**src/rtl/duo_tmr_pkg.sv**
```systemverilog
package duo_tmr_pkg;

   localparam int CTL_W   = 11;
   localparam int B_LOAD  = 5;
   localparam int B_FLAG  = 8;

   // Field order fixes the bit positions seen on the bus.
   typedef struct packed {
      logic cascade;   // 10
      logic pwm_en;    // 9
      logic irq_flag;  // 8
      logic run_en;    // 7
      logic irq_en;    // 6
      logic ld;        // 5
      logic reload;    // 4
      logic capt_en;   // 3
      logic gen_en;    // 2
      logic dn;        // 1
      logic mode;      // 0
   } ctl_t;

   typedef enum logic [1:0] {
      REG_CTL = 2'd0,
      REG_LD  = 2'd1,
      REG_CNT = 2'd2,
      REG_NONE = 2'd3
   } reg_sel_e;

endpackage

```
**src/rtl/duo_tmr_step.sv**
```systemverilog
module duo_tmr_step #(
   parameter int CNT_W = 32
) (
   input  logic [CNT_W-1:0] cnt_i,
   input  logic [CNT_W-1:0] ld_val_i,
   input  logic             dn_i,
   input  logic             reload_i,
   output logic [CNT_W-1:0] nxt_o,
   output logic             wrap_o
);

   logic             at_floor;
   logic             at_ceil;
   logic [CNT_W-1:0] stepped;

   assign at_floor = (cnt_i == '0);
   assign at_ceil  = &cnt_i;
   assign stepped  = dn_i ? (cnt_i - 1'b1) : (cnt_i + 1'b1);
   assign wrap_o   = dn_i ? at_floor : at_ceil;

   // Without reload the natural step already lands on the wrap value.
   always_comb begin
      if (wrap_o && reload_i) nxt_o = ld_val_i;
      else                    nxt_o = stepped;
   end

endmodule

```
**src/rtl/duo_tmr_chan.sv**
```systemverilog
module duo_tmr_chan
   import duo_tmr_pkg::*;
#(
   parameter int DATA_W = 32,
   parameter int CNT_W  = 32
) (
   input  logic              clk,
   input  logic              rst_n,
   input  logic              wr_ctl_i,
   input  logic              wr_ld_i,
   input  logic [DATA_W-1:0] wdata_i,
   output ctl_t              ctl_o,
   output logic [CNT_W-1:0]  ld_o,
   output logic [CNT_W-1:0]  cnt_o,
   output logic              irq_req_o
);

   ctl_t             ctl_q, ctl_d, ctl_wv;
   logic [CNT_W-1:0] ld_q;
   logic [CNT_W-1:0] cnt_q, cnt_d;
   logic [CNT_W-1:0] step_nxt;
   logic             step_wrap;
   logic             force_ld;
   logic             run;
   logic             fire;

   assign ctl_wv   = ctl_t'(wdata_i[CTL_W-1:0]);
   assign force_ld = ctl_q.ld | (wr_ctl_i & wdata_i[B_LOAD]);
   assign run      = ctl_q.run_en & ~ctl_q.ld;
   assign fire     = run & ~force_ld & step_wrap;

   duo_tmr_step #(.CNT_W(CNT_W)) u_step (
      .cnt_i   (cnt_q),
      .ld_val_i(ld_q),
      .dn_i    (ctl_q.dn),
      .reload_i(ctl_q.reload),
      .nxt_o   (step_nxt),
      .wrap_o  (step_wrap)
   );

   always_comb begin
      ctl_d = ctl_q;
      if (wr_ctl_i) begin
         ctl_d          = ctl_wv;
         ctl_d.irq_flag = ctl_q.irq_flag & ~ctl_wv.irq_flag;
      end
      if (fire) begin
         ctl_d.irq_flag = 1'b1;
         if (!ctl_q.reload) ctl_d.run_en = 1'b0;
      end
   end

   always_comb begin
      if (force_ld) cnt_d = ld_q;
      else if (run) cnt_d = step_nxt;
      else          cnt_d = cnt_q;
   end

   always_ff @(posedge clk or negedge rst_n) begin
      if (!rst_n) begin
         ctl_q <= '0;
         ld_q  <= '0;
         cnt_q <= '0;
      end else begin
         ctl_q <= ctl_d;
         cnt_q <= cnt_d;
         if (wr_ld_i) ld_q <= wdata_i[CNT_W-1:0];
      end
   end

   assign ctl_o     = ctl_q;
   assign ld_o      = ld_q;
   assign cnt_o     = cnt_q;
   assign irq_req_o = ctl_q.irq_flag & ctl_q.irq_en;


   ld_force_chk: assert property (@(posedge clk) disable iff (!rst_n)
      ctl_q.ld |=> (cnt_q == $past(ld_q)));


   halt_hold_chk: assert property (@(posedge clk) disable iff (!rst_n)
      (!ctl_q.run_en && !force_ld) |=> $stable(cnt_q));


   flag_clr_chk: assert property (@(posedge clk) disable iff (!rst_n)
      $fell(ctl_q.irq_flag) |-> $past(wr_ctl_i && wdata_i[B_FLAG]));


   flag_keep_chk: assert property (@(posedge clk) disable iff (!rst_n)
      fire |=> ctl_q.irq_flag);


   stop_chk: assert property (@(posedge clk) disable iff (!rst_n)
      (fire && !ctl_q.reload) |=> !ctl_q.run_en);

endmodule

```
**src/rtl/duo_tmr_irq.sv**
```systemverilog
module duo_tmr_irq #(
   parameter int N_SRC   = 2,
   parameter bit IRQ_REG = 1'b1
) (
   input  logic             clk,
   input  logic             rst_n,
   input  logic [N_SRC-1:0] req_i,
   output logic             irq_o
);

   logic any_req;
   assign any_req = |req_i;

   generate
      if (IRQ_REG) begin : g_reg
         logic irq_q;
         always_ff @(posedge clk or negedge rst_n) begin
            if (!rst_n) irq_q <= 1'b0;
            else        irq_q <= any_req;
         end
         assign irq_o = irq_q;


         irq_lat_chk: assert property (@(posedge clk) disable iff (!rst_n)
            any_req |=> irq_o);
      end else begin : g_comb
         assign irq_o = any_req;
      end
   endgenerate

endmodule

```
**src/rtl/duo_tmr.sv**
```systemverilog
module duo_tmr
   import duo_tmr_pkg::*;
#(
   parameter int DATA_W  = 32,
   parameter int CNT_W   = 32,
   parameter int NUM_TMR = 2,
   parameter bit IRQ_REG = 1'b1,
   localparam int SEL_W  = (NUM_TMR > 1) ? $clog2(NUM_TMR) : 1,
   localparam int AW     = SEL_W + 2
) (
   input  logic              clk,
   input  logic              rst_n,
   input  logic              bus_sel,
   input  logic              bus_wr,
   input  logic [AW-1:0]     bus_addr,
   input  logic [DATA_W-1:0] bus_wdata,
   output logic [DATA_W-1:0] bus_rdata,
   output logic              irq
);

   generate
      if (DATA_W < CTL_W)                  begin : g_bad_dw  $error("DATA_W too small"); end
      if (CNT_W < 2 || CNT_W > DATA_W)     begin : g_bad_cw  $error("CNT_W out of range"); end
      if (NUM_TMR < 1 || NUM_TMR > 4)      begin : g_bad_n   $error("NUM_TMR out of range"); end
   endgenerate

   logic [SEL_W-1:0] ch_idx;
   reg_sel_e         reg_idx;
   logic             wr_en;

   assign ch_idx  = bus_addr[AW-1:2];
   assign reg_idx = reg_sel_e'(bus_addr[1:0]);
   assign wr_en   = bus_sel & bus_wr;

   ctl_t             ch_ctl [NUM_TMR];
   logic [CNT_W-1:0] ch_ld  [NUM_TMR];
   logic [CNT_W-1:0] ch_cnt [NUM_TMR];
   logic [NUM_TMR-1:0] ch_req;

   generate
      for (genvar g = 0; g < NUM_TMR; g++) begin : g_ch
         logic hit;
         assign hit = wr_en && (ch_idx == SEL_W'(g));
         duo_tmr_chan #(.DATA_W(DATA_W), .CNT_W(CNT_W)) u_chan (
            .clk      (clk),
            .rst_n    (rst_n),
            .wr_ctl_i (hit && reg_idx == REG_CTL),
            .wr_ld_i  (hit && reg_idx == REG_LD),
            .wdata_i  (bus_wdata),
            .ctl_o    (ch_ctl[g]),
            .ld_o     (ch_ld[g]),
            .cnt_o    (ch_cnt[g]),
            .irq_req_o(ch_req[g])
         );
      end
   endgenerate

   always_comb begin
      bus_rdata = '0;
      for (int i = 0; i < NUM_TMR; i++) begin
         if (ch_idx == SEL_W'(i)) begin
            case (reg_idx)
               REG_CTL: bus_rdata[CTL_W-1:0] = ch_ctl[i];
               REG_LD:  bus_rdata[CNT_W-1:0] = ch_ld[i];
               REG_CNT: bus_rdata[CNT_W-1:0] = ch_cnt[i];
               default: bus_rdata = '0;
            endcase
         end
      end
   end

   duo_tmr_irq #(.N_SRC(NUM_TMR), .IRQ_REG(IRQ_REG)) u_irq (
      .clk  (clk),
      .rst_n(rst_n),
      .req_i(ch_req),
      .irq_o(irq)
   );


   ctl_hi_zero_chk: assert property (@(posedge clk) disable iff (!rst_n)
      (reg_idx == REG_CTL) |-> (bus_rdata[DATA_W-1:CTL_W] == '0));

endmodule

```
**config.mk**
```make
export PLATFORM = sky130hd
export DESIGN_NAME = duo_tmr
export DESIGN_NICKNAME = d
export VERILOG_FILES = /design/src/rtl/duo_tmr_pkg.sv /design/src/rtl/duo_tmr_step.sv /design/src/rtl/duo_tmr_chan.sv /design/src/rtl/duo_tmr_irq.sv /design/src/rtl/duo_tmr.sv
export SDC_FILE = /design/constraint.sdc
export NUM_CORES = 1
export LEC_CHECK = 0
export BUFFER_PORTS_ARGS = -buffer_cell sky130_fd_sc_hd__buf_2
export CORE_UTILIZATION = 40
export CTS_BUF_LIST = sky130_fd_sc_hd__clkbuf_8
export CTS_CLUSTER_DIAMETER = 150
export DETAILED_ROUTE_END_ITERATION = 10
export GPL_TIMING_DRIVEN = 0
export PLACE_DENSITY_LB_ADDON = 0.2
export SYNTH_ARGS = -nofsm -noshare
export SYNTH_HDL_FRONTEND = slang
export SYNTH_SLANG_ARGS = --single-unit
```
**constraint.sdc**
```tcl
create_clock -name clk -period 8.23 [get_ports clk]
set_input_delay 0.823 -clock clk [delete_from_list [all_inputs] [get_ports clk]]
set_output_delay 0.823 -clock clk [all_outputs]
set_load 0.005 [all_outputs]
```
==> metrics.yaml, run 1 <==
outcome:
  status: "complete, but fails checks"
  violations: "DRC"
yosys:
  ys_seq_area_share_pct: 35.3
  synth_compound_gate_area_share_pct: 25.1
  ys_ff_latch: 151
  synth_cell_type_count: 76
  synth_nets: 1277
  synthAdderAreaFrac_pct: 7.85
  synth_area_um2: 10700
  ys.flop_type: "dfrtp_1"
  synth_area_per_cell_um2: 9.14
  synth_top_family_by_area: "compound AO/OA/AOI/OAI gates"
  synth_edf_count: 0
  synth_cells: 1172
  synth_simple_gate_area_share_pct: 14.6
  synthArstFlopShare_pct: 100
  post_synth_mux_area_share_pct: 9.82
  synth-xor-area-share_pct: 4.09
  yosysWarningCount: 0
clock_tree:
  cts_setup_buffers: 0
  cts_hold_buf: 0
  clk_pin_slew_worst_paths_ns: 0.09
  clk_latency_ns: 0.47
  cts_tree: "built"
  ctsResizeCount: 0
  clk_path_buf_depth: 2
  cts_sinks: 151
  cts-root-buf: "clkbuf_8"
  cts-htree-levels: 4
  cts_made_buffers: 17
power:
  power_density_nw_per_um2: 354
  intPower_uw: 2260
  p_switching_uw: 1960
  power_leakage_uw: 0.00530
  p_sw_share_pct: 46.4
  ir_worst_vdd_mv: 0.105
  clkPwrFrac_pct: 14.3
  comb_power_share_pct: 53.0
  power_frac_seq_pct: 32.7
drt:
  vias: 9582
  post-route-drc-count: 2
  routedWlPerCell_um: 20.8
  drt.antenna.violating_nets: 0
  drt-total-wl_um: 33500
  drtIter0Drc: 864
  viasPerCell: 5.95
  firstDrtPassIters: 10
critical_path:
  crit_fanout: 32
  end_kind: "flop"
  start_kind: "flop"
  crit_type: "flop to flop"
  crit_required_ns: 8.56
  r2r_slack_ns: 4.14
  arrival_ns: 4.43
die:
  rows: 59
  initial_core_util_pct: 41.0
  die_area_um2: 27400
  core-area_um2: 26100
  io_pins: 72
  die_x_um: 166
  die_y_um: 166
layout:
  finalNonFillerCells: 1610
  final_nets: 1368
  final_common_cell: "dfrtp_1"
  drive_above_1_share_pct: 15.6
  syn_to_final_growth_pct: 11.3
  mostFrequentLayoutCells: "dfrtp_1 (151), nand2_1 (123), a21oi_1 (100)"
  antenna_cells: 0
timing:
  final_hold_viol_count: 0
  finalSetupViolations: 0
  maxSlewViolCount: 0
  fin_skew_ns: 0.0154
  max-slew-margin-rel_pct: 18.9
  max_clock_freq_mhz: 244
  worstMarginPinSlew_ns: 1.22
  rsz0062_at_grt: "no"
  fin_crit_ns: 4.09
  setup_slack_ns: 4.14
  min_period_over_period_pct: 49.7
  fin_setup_tns_ns: 0
placement:
  portBuffers: 71
  gp_congestion: 0.897
  dpl.hpwl_um: 25800
  dpl_worst_slack_ns: 4.21
  place_inst: 1579
grt:
  track_usage_pct: 24.5
  grt_overflow: 0
  first_global_vias: 9184
  grt_max_degree: 86
  antenna_found_initial: 0
  grt_pass1_wl_um: 52400
hold_path:
  hp-class: "input pin to asynchronous set/reset pin"
flow_run:
  drv_cap: 0
-- metrics by stage --
stage | utilization, % | hold WS (ns) | area [um^2] | power, uW
after CTS | 45.6 | 0.369 | 11900 | 4210
after floorplan | - | 0.446 | 10700 | 2980
after global routing | 45.6 | 0.399 | 11900 | 4550
after detailed placement | 44.1 | 0.465 | 11500 | 3600
final | 45.6 | 0.354 | 11900 | 4230
after global placement | 43.9 | 0.463 | 11500 | 3560
-- final timing paths --
check	endpoint	depth (start not counted)	start
hold reg to reg	g_ch[1].u_chan.ctl_o[2]$_DFFE_PN0P_	2	g_ch[1].u_chan.ctl_o[2]$_DFFE_PN0P_
hold / removal	g_ch[0].u_chan.ld_o[3]$_DFFE_PN0P_	1	rst_n
setup / recovery	g_ch[1].u_chan.cnt_o[29]$_DFFE_PN0P_	10	g_ch[1].u_chan.ctl_o[1]$_DFFE_PN0P_
setup reg to reg	g_ch[1].u_chan.cnt_o[29]$_DFFE_PN0P_	10	g_ch[1].u_chan.ctl_o[1]$_DFFE_PN0P_
max in group asynchronous	g_ch[0].u_chan.ld_o[16]$_DFFE_PN0P_	2	rst_n
min in group clk	g_ch[1].u_chan.ctl_o[2]$_DFFE_PN0P_	2	g_ch[1].u_chan.ctl_o[2]$_DFFE_PN0P_
-- power groups by stage --
stage	sequential, uW	combinational (uW)	clock (uW)
finish	1380	2240	603
global route	1420	2500	634
CTS	1370	2230	608
detailed placement	1380	2210	0
global placement	1380	2180	0
floorplan	1220	1760	0
-- critical path: stages, from the launching register on --
cell      delay (ns)
dfrtp_1         1.15
ha_1            0.47
a21oi_1         0.25
o211ai_1        0.18
a31oi_2         0.27
o21ai_1         0.21
a221oi_2        0.55
o21ai_1         0.21
o31a_1          0.31
nor4b_1         0.26
a311oi_1        0.09
-- layout make-up --
class	instances	area [um^2]
fill	2585	14200
multi-input combinational	935	6590
sequential	151	3780
tap	335	419
timing repair buffer	72	389
buffer	66	272
clock buffer	18	248
clock inverter	13	156
inverter	20	75.1
-- cells in the mapped netlist, types with 4 or more instances --
library cell	n	share of area [%]
o31ai_1	4	0.28
and3_1	6	0.35
a211o_1	4	0.33
o21ai_1	37	1.7
o21ai_0	39	1.8
a21oi_1	100	4.7
nand2b_1	9	0.53
a31oi_1	7	0.41
nor3_1	9	0.42
o221ai_1	4	0.33
a21o_1	38	2.7
nor4_1	17	0.99
mux2_2	72	7.6
nand2_1	123	4.3
nand4_1	32	1.9
a222oi_1	22	2.1
o21a_1	13	0.91
and2_1	15	0.88
a211oi_1	20	1.4
mux2i_1	23	2.1
xor2_1	25	2.0
inv_1	19	0.67
a22oi_1	40	2.8
o22ai_1	25	1.5
xnor2_1	25	2.0
o211ai_1	6	0.42
dfrtp_1	151	35
or3_1	6	0.35
nor2b_1	6	0.35
buf_2	7	0.33
buf_1	6	0.21
o21bai_1	6	0.42
clkbuf_1	50	1.8
nand3_1	19	0.89
ha_1	64	7.5
nor2_1	66	2.3
-- logic make-up (layout without fill, tap and decap cells) --
kind of cell | after synthesis | in the layout
multiplexers | 96 | 96
flip-flops | 151 | 151
AO/OA/AOI/OAI | 398 | 398
adder cells (fa/ha/maj) | 66 | 66
XOR/XNOR | 50 | 50
buffers and inverters | 86 | 189
AND/OR/NAND/NOR | 325 | 325
-- metal layers --
layer	routed length (um)	global-route usage (%)	share of wire [%]
met3	957	2.13	2.9
met1	15300	32.4	46
met5	0	0	0
met2	15900	40.7	48
met4	1280	11.6	3.8
-- sequential cells by signal, indices dropped and copies added, names as in the netlist --
signal	cells
g_ch.u_chan.cnt_o	64
g_ch.u_chan.ctl_o	22
g_ch.u_chan.ld_o	64
u_irq.irq_o	1
Note: power is estimated with default switching activity, not from simulation.
==> run 2: changes to the inputs <==
ABC_AREA = 1   (was not set)
clock period = 3.3 ns   (was 8.23 ns; I/O delays follow)
==> run 2 against run 1 <==
  * The flow now finishes without violations
  * Wire length grew 32%
  * Die area rose by 22%
  * Core utilization decreased by 0.28 points
  * Setup slack got worse by 3.6 ns
  * First-iteration DRC count grew 49%
  * Count of clock-buffer cells in the layout down 1
  * Combinational power rose to 3.9 times the previous value
  * Design area increased by 21%
  * Via count up 45%
  * Sequential share of layout area down 5.5 points
  * Largest power group unchanged
==> metrics.yaml, run 2 <==
yosys:
  synth_top_area_cell: "dfrtp_1"  # unchanged
  synth_cell_type_count: 32  # was 76
  synth_area_um2: 13100  # was 10,700 um^2
  synthArstFlopShare_pct: 100  # unchanged
  synth_top_area_share_pct: 28.8  # was 35.3%
  synthTopCellsByCount: "nand2_1 (922), inv_1 (358), dfrtp_1 (151), nor2_1 (145), o21ai_0 (134)"  # was dfrtp_1 (151), nand2_1 (123), a21oi_1 (100), mux2_2 (72), nor2_1 (66)
  yosys-top-cells-area: "dfrtp_1 (29%), nand2_1 (26%), inv_1 (10%)"  # was dfrtp_1 (35%), mux2_2 (7.6%), ha_1 (7.5%)
  synth_nets: 2291  # was 1,277
  ys.flop_type: "dfrtp_1"  # unchanged
  ys_seq_area_share_pct: 28.8  # was 35.3%
  synth.most_common_cell: "nand2_1"  # was dfrtp_1
  synth_cells: 2186  # was 1,172
  synth_area_per_cell_um2: 6.00  # was 9.14 um^2
  ys_ff_latch: 151  # unchanged
  synth_edf_count: 0  # unchanged
  yosysWarningCount: 0  # unchanged
timing:
  final_hold_viol_count: 0  # unchanged
  fin_crit_ns: 2.76  # was 4.09 ns
  worstMarginPinSlew_ns: 0.734  # was 1.22 ns
  max_clock_freq_mhz: 362  # was 244 MHz
  whs_ns: 0.113  # was 0.354 ns
  max-slew-margin-rel_pct: 51.1  # was 18.9%
  rsz0062_at_grt: "no"  # unchanged
  finalSetupViolations: 0  # unchanged
  min_period_over_period_pct: 83.8  # was 49.7%
  setup_slack_ns: 0.535  # was 4.14 ns
  fin_skew_ns: 0.0104  # was 0.0154 ns
  maxSlewViolCount: 0  # unchanged
power:
  power_leakage_uw: 0.00811  # was 0.00530 uW
  power_uw: 13500  # was 4230 uW
  power_density_nw_per_um2: 934  # was 354 nW/um^2
  ir_worst_vdd_mv: 0.310  # was 0.105 mV
critical_path:
  crit_fanout: 32  # unchanged
  start_kind: "flop"  # unchanged
  worstSetupStartpoint: "g_ch[1].u_chan.ctl_o[1]$_DFFE_PN0P_"  # unchanged
  crit_required_ns: 3.68  # was 8.56 ns
  end_kind: "flop"  # unchanged
  cp-endpoint: "g_ch[1].u_chan.cnt_o[27]$_DFFE_PN0P_"  # was g_ch[1].u_chan.cnt_o[29]$_DFFE_PN0P_
  arrival_ns: 3.15  # was 4.43 ns
  worstReg2RegStart: "g_ch[1].u_chan.ctl_o[1]$_DFFE_PN0P_"  # unchanged
  r2r_cells: 12  # was 10
  r2r_slack_ns: 0.54  # was 4.14 ns
  r2r_end: "g_ch[1].u_chan.cnt_o[27]$_DFFE_PN0P_"  # was g_ch[1].u_chan.cnt_o[29]$_DFFE_PN0P_
  crit_type: "flop to flop"  # unchanged
layout:
  drive_above_1_share_pct: 6.68  # was 15.6%
  syn_to_final_growth_pct: 10.3  # was 11.3%
  final_nets: 2382  # was 1,368
  finish.utilization_pct: 45.3  # was 45.6%
  antenna_cells: 0  # unchanged
  multi_input_area_um2: 7620  # was 6590 um^2
  mostFrequentLayoutCells: "nand2_1 (922), inv_1 (359), dfrtp_1 (149)"  # was dfrtp_1 (151), nand2_1 (123), a21oi_1 (100)
  seqCellArea_um2: 3780  # about the same
  final_common_cell: "nand2_1"  # was dfrtp_1
  fillers: 3515  # was 2,585
drt:
  drtIter0Drc: 1289  # was 864
  vias: 13860  # was 9,582
  post-route-drc-count: 0  # was 2
  firstDrtPassIters: 5  # was 10
  drt-total-wl_um: 44200  # was 33,500 um
  routedWlPerCell_um: 16.2  # was 20.8 um
  viasPerCell: 5.09  # was 5.95
  drt.antenna.violating_nets: 0  # unchanged
die:
  die_x_um: 183  # was 166 um
  die_area_um2: 33500  # was 27,400 um^2
  initial_core_util_pct: 41.1  # was 41.0%
  io_pins: 72  # unchanged
  rows: 65  # was 59
  die_y_um: 183  # was 166 um
  core-area_um2: 31900  # was 26,100 um^2
grt:
  grt_overflow: 0  # unchanged
  antenna_found_initial: 0  # unchanged
  first_global_vias: 13224  # was 9,184
  track_usage_pct: 27.2  # was 24.5%
  grt_pass1_wl_um: 70600  # was 52,400 um
  grt_max_degree: 98  # was 86
clock_tree:
  cts_tree: "built"  # unchanged
  cts_setup_buffers: 0  # unchanged
  clk_latency_ns: 0.48  # was 0.47 ns
  cts_made_buffers: 17  # unchanged
  cts-root-buf: "clkbuf_8"  # unchanged
  cts-htree-levels: 4  # unchanged
  cts_sinks: 151  # unchanged
  clk_path_buf_depth: 2  # unchanged
  clk_pin_slew_worst_paths_ns: 0.10  # was 0.09 ns
placement:
  portBuffers: 70  # was 71
  dpl.hpwl_um: 36000  # was 25,800 um
  dpl_worst_slack_ns: 0.175  # was 4.21 ns
  gp_congestion: 0.954  # was 0.897
hold_path:
  hp-class: "input pin to flop"  # was input pin to asynchronous set/reset pin
flow_run:
  drv_cap: 0  # unchanged
outcome:
  status: "finished, final reports clean"  # was complete, but fails checks
## run 2: metrics by stage
stage,setup TNS [ns],area [um^2],cells
detailed placement,0,14000,2692
global placement,-62.25,14000,2691
CTS,0,14500,2725
global route,0,14500,2725
finish,0,14500,2725
floorplan,0,13100,2186
## run 2: cell type report
class | instances | area share (%)
sequential | 151 | 26.2
clock buffer | 17 | 1.62
buffer | 61 | 2.19
timing repair buffer | 72 | 2.73
inverter | 369 | 9.65
tap | 435 | 3.77
multi-input combinational | 1605 | 52.7
clock inverter | 15 | 1.20
## run 2: worst min-delay path by stage
| stage | start | to | slack, ns | cells past startpoint |
|---|---|---|---|---|
| floorplan | rst_n | g_ch[0].u_chan.cnt_o[0]$_DFFE_PN0P_ | 0.03 | 0 |
| global placement | g_ch[1].u_chan.ld_o[8]$_DFFE_PN0P_ | g_ch[1].u_chan.ld_o[8]$_DFFE_PN0P_ | 0.47 | 2 |
| detailed placement | rst_n | g_ch[0].u_chan.ld_o[9]$_DFFE_PN0P_ | 0.33 | 1 |
| CTS | bus_wdata[6] | g_ch[0].u_chan.ctl_o[6]$_DFFE_PN0P_ | 0.09 | 3 |
| global route | bus_wdata[6] | g_ch[0].u_chan.ctl_o[6]$_DFFE_PN0P_ | 0.12 | 3 |
| finish | bus_wdata[6] | g_ch[0].u_chan.ctl_o[6]$_DFFE_PN0P_ | 0.11 | 3 |
## run 2: critical path, stage by stage, from the launching register on
cell and delay, ns:
dfrtp_2 0.83, ha_1 0.43, or2_2 0.34, nand3_1 0.09, nand2_1 0.15, nand2_1 0.09, nand2_1 0.11, nand2_1 0.20
nand2_1 0.07, nand2_1 0.07, nand3_1 0.12, nand2_1 0.10, nand2_1 0.05
## run 2: logic make-up after synthesis
family                     after synthesis  synth area share [%]
xor gates and xnor gates                28                  1.87
buffers and inverters                  430                  13.1
AOI/OAI and AO/OA                      252                  10.7
DFF                                    151                  28.8
adders and majority gates               66                  6.42
and+or+nand+nor                       1259                  39.1
## run 2: routing by layer
layer	up-vias	track usage, %	wire, um
met5	-	0	0
met4	0	6.07	639
met3	39	3.38	2870
met2	406	41.7	18800
met1	6455	40.6	21900
li1	6960	-	-
## run 2: repair_timing
item,CTS,global route
resized for setup,0,2
hold endpoints to repair,54,0
hold buffers,1,0
setup endpoints to repair,0,3
## run 2: power by group
group,switching (uW),internal (uW)
Clock,817,691
Sequential,890,2460
Combinational,5580,3060
Total,7290,6220
==> run 3: changes to the inputs <==
clock period = 2.8 ns   (was 3.3 ns; I/O delays follow)
==> run 3 against run 2 <==
  * Total power grew 18%
  * Global-route usage is the same
  * First-iteration DRC count shrank 8.6%
  * Non-clock buffer count is the same
  * Setup slack lost 0.37 ns
  * Sequential share of layout area is essentially flat
  * Clock power grew 19%
  * Wire length grew 0.30%
  * Count of clock-buffer cells in the layout is the same
  * Clock skew is essentially flat
  * Sequential power grew 18%
  * Maximum frequency grew 4.9%
  * Largest cell class unchanged
==> metrics.yaml, run 3 (same netlist as run 2, synthesis figures left out) <==
layout:
  drive_above_1_share_pct: 6.68  # unchanged
  final_nets: 2382  # unchanged
  antenna_cells: 0  # unchanged
  mostFrequentLayoutCells: "nand2_1 (922), inv_1 (359), dfrtp_1 (149)"  # unchanged
  finalNonFillerCells: 2725  # unchanged
  syn_to_final_growth_pct: 10.3  # about the same
  final_common_cell: "nand2_1"  # unchanged
timing:
  worstMarginPinSlew_ns: 0.765  # was 0.734 ns
  final_hold_viol_count: 0  # unchanged
  rsz0062_at_grt: "no"  # unchanged
  maxSlewViolCount: 0  # unchanged
  fin_crit_ns: 2.63  # was 2.76 ns
  whs_ns: 0.0622  # was 0.113 ns
  max_clock_freq_mhz: 380  # was 362 MHz
  finalSetupViolations: 0  # unchanged
  fin_skew_ns: 0.0106  # was 0.0104 ns
  max-slew-margin-rel_pct: 49.0  # was 51.1%
  min_period_over_period_pct: 94.1  # was 83.8%
critical_path:
  end_kind: "flop"  # unchanged
  r2r_slack_ns: 0.17  # was 0.54 ns
  crit_fanout: 32  # unchanged
  worstReg2RegStart: "g_ch[0].u_chan.ctl_o[1]$_DFFE_PN0P_"  # was g_ch[1].u_chan.ctl_o[1]$_DFFE_PN0P_
  r2r_cells: 11  # was 12
  crit_type: "flop to flop"  # unchanged
  crit_required_ns: 3.18  # was 3.68 ns
  start_kind: "flop"  # unchanged
  r2r_end: "g_ch[0].u_chan.cnt_o[27]$_DFFE_PN0P_"  # was g_ch[1].u_chan.cnt_o[27]$_DFFE_PN0P_
  arrival_ns: 3.01  # was 3.15 ns
grt:
  antenna_found_initial: 0  # unchanged
  track_usage_pct: 27.2  # unchanged
  first_global_vias: 13224  # unchanged
  grt_pass1_wl_um: 70600  # unchanged
  grt_max_degree: 98  # unchanged
  grt_overflow: 0  # unchanged
clock_tree:
  clk_latency_ns: 0.49  # was 0.48 ns
  clk_path_buf_depth: 2  # unchanged
  cts-root-buf: "clkbuf_8"  # unchanged
  cts_tree: "built"  # unchanged
  cts_sinks: 151  # unchanged
  cts_made_buffers: 17  # unchanged
  clk_pin_slew_worst_paths_ns: 0.09  # was 0.10 ns
  cts_setup_buffers: 0  # unchanged
  cts-htree-levels: 4  # unchanged
placement:
  place_inst: 2692  # unchanged
  dpl.hpwl_um: 36000  # unchanged
  portBuffers: 70  # unchanged
  gp_congestion: 0.954  # unchanged
flow_run:
  drv_cap: 0  # unchanged
drt:
  vias: 13868  # was 13,860
  drt.antenna.violating_nets: 0  # unchanged
  post-route-drc-count: 0  # unchanged
  drt-total-wl_um: 44300  # was 44,200 um
  firstDrtPassIters: 6  # was 5
  routedWlPerCell_um: 16.3  # was 16.2 um
  drtIter0Drc: 1178  # was 1,289
  viasPerCell: 5.09  # about the same
die:
  core-area_um2: 31900  # unchanged
  die_y_um: 183  # unchanged
  die_area_um2: 33500  # unchanged
  die_x_um: 183  # unchanged
  initial_core_util_pct: 41.1  # unchanged
  rows: 65  # unchanged
  io_pins: 72  # unchanged
power:
  power_density_nw_per_um2: 1100  # was 934 nW/um^2
  ir_worst_vdd_mv: 0.352  # was 0.310 mV
  power_leakage_uw: 0.00811  # about the same
outcome:
  status: "finished, final reports clean"  # unchanged
hold_path:
  whs_path_depth: 3  # unchanged
  hold_path_end: "g_ch[1].u_chan.ctl_o[6]$_DFFE_PN0P_"  # was g_ch[0].u_chan.ctl_o[6]$_DFFE_PN0P_
  holdCritStartpoint: "bus_wdata[6]"  # unchanged
  hp-class: "input pin to flop"  # unchanged
[run 3: critical path, cell delays in order (launching register included)]
cell     delay [ns]
dfrtp_4        0.67
ha_1           0.50
nand2_1        0.13
nor2_1         0.19
inv_1          0.06
nor3_1         0.32
and2_1         0.19
nand2_1        0.13
nand3_1        0.10
nand3_1        0.08
nand2_1        0.08
nand2_1        0.04
[run 3: cell type report]
cell class / instances / area [um^2]
Clock inverter: 15 / 174
Buffer: 61 / 317
Tap cell: 435 / 544
Sequential cell: 151 / 3790
Multi-Input combinational cell: 1605 / 7620
Fill cell: 3514 / 17400
Timing Repair Buffer: 72 / 394
Inverter: 369 / 1400
Clock buffer: 17 / 234
[run 3: report_power, final]
group	internal [uW]	switching (uW)
logic	3610	6580
registers	2910	1050
clock network	815	974
[run 3: how the worst max path moves through the flow]
stage | from | to | slack (ns) | cells after the start
global placement | rst_n | g_ch[1].u_chan.cnt_o[30]$_DFFE_PN0P_ | -0.88 | 1
finish | g_ch[0].u_chan.ctl_o[1]$_DFFE_PN0P_ | g_ch[0].u_chan.cnt_o[27]$_DFFE_PN0P_ | 0.17 | 11
CTS | g_ch[1].u_chan.ctl_o[1]$_DFFE_PN0P_ | g_ch[1].u_chan.cnt_o[27]$_DFFE_PN0P_ | 0.06 | 12
detailed placement | g_ch[1].u_chan.ctl_o[1]$_DFFE_PN0P_ | g_ch[1].u_chan.cnt_o[27]$_DFFE_PN0P_ | -0.32 | 12
floorplan | g_ch[1].u_chan.ctl_o[1]$_DFFE_PN0P_ | g_ch[1].u_chan.cnt_o[31]$_DFFE_PN0P_ | 0.47 | 12
global route | g_ch[0].u_chan.ctl_o[1]$_DFFE_PN0P_ | g_ch[0].u_chan.cnt_o[27]$_DFFE_PN0P_ | 0.004 | 11
[run 3: per-layer routing]
| metal | part of all wire [%] | global-route usage [%] | routed length (um) |
|---|---|---|---|
| met5 | 0 | 0 | 0 |
| met4 | 1.4 | 6.07 | 638 |
| met3 | 6.4 | 3.38 | 2850 |
| met2 | 43 | 41.7 | 18900 |
| met1 | 50 | 40.6 | 22000 |
[run 3: metrics by stage]
stage	power [uW]	setup slack [ns]	util [%]	instance area [um^2]	setup TNS (ns)
2_1_floorplan	11200	0.467	-	13100	0
3_3_place_gp	13900	-0.884	43.9	14000	-132.92
3_5_place_dp	14100	-0.325	44.0	14000	-3.94
4_1_cts	15900	0.0616	45.3	14500	0
5_1_grt	17700	0.00365	45.4	14500	0
6_report	15900	0.165	45.4	14500	0
[run 3: what timing repair did]
item                                   4_1_cts  5_1_grt
hold buffers                                 1        0
endpoints found under the hold margin       54        0
setup endpoints to repair                   63        8
cloned                                       0        0
pin swaps                                    0        0
gates resized for setup                      2        2
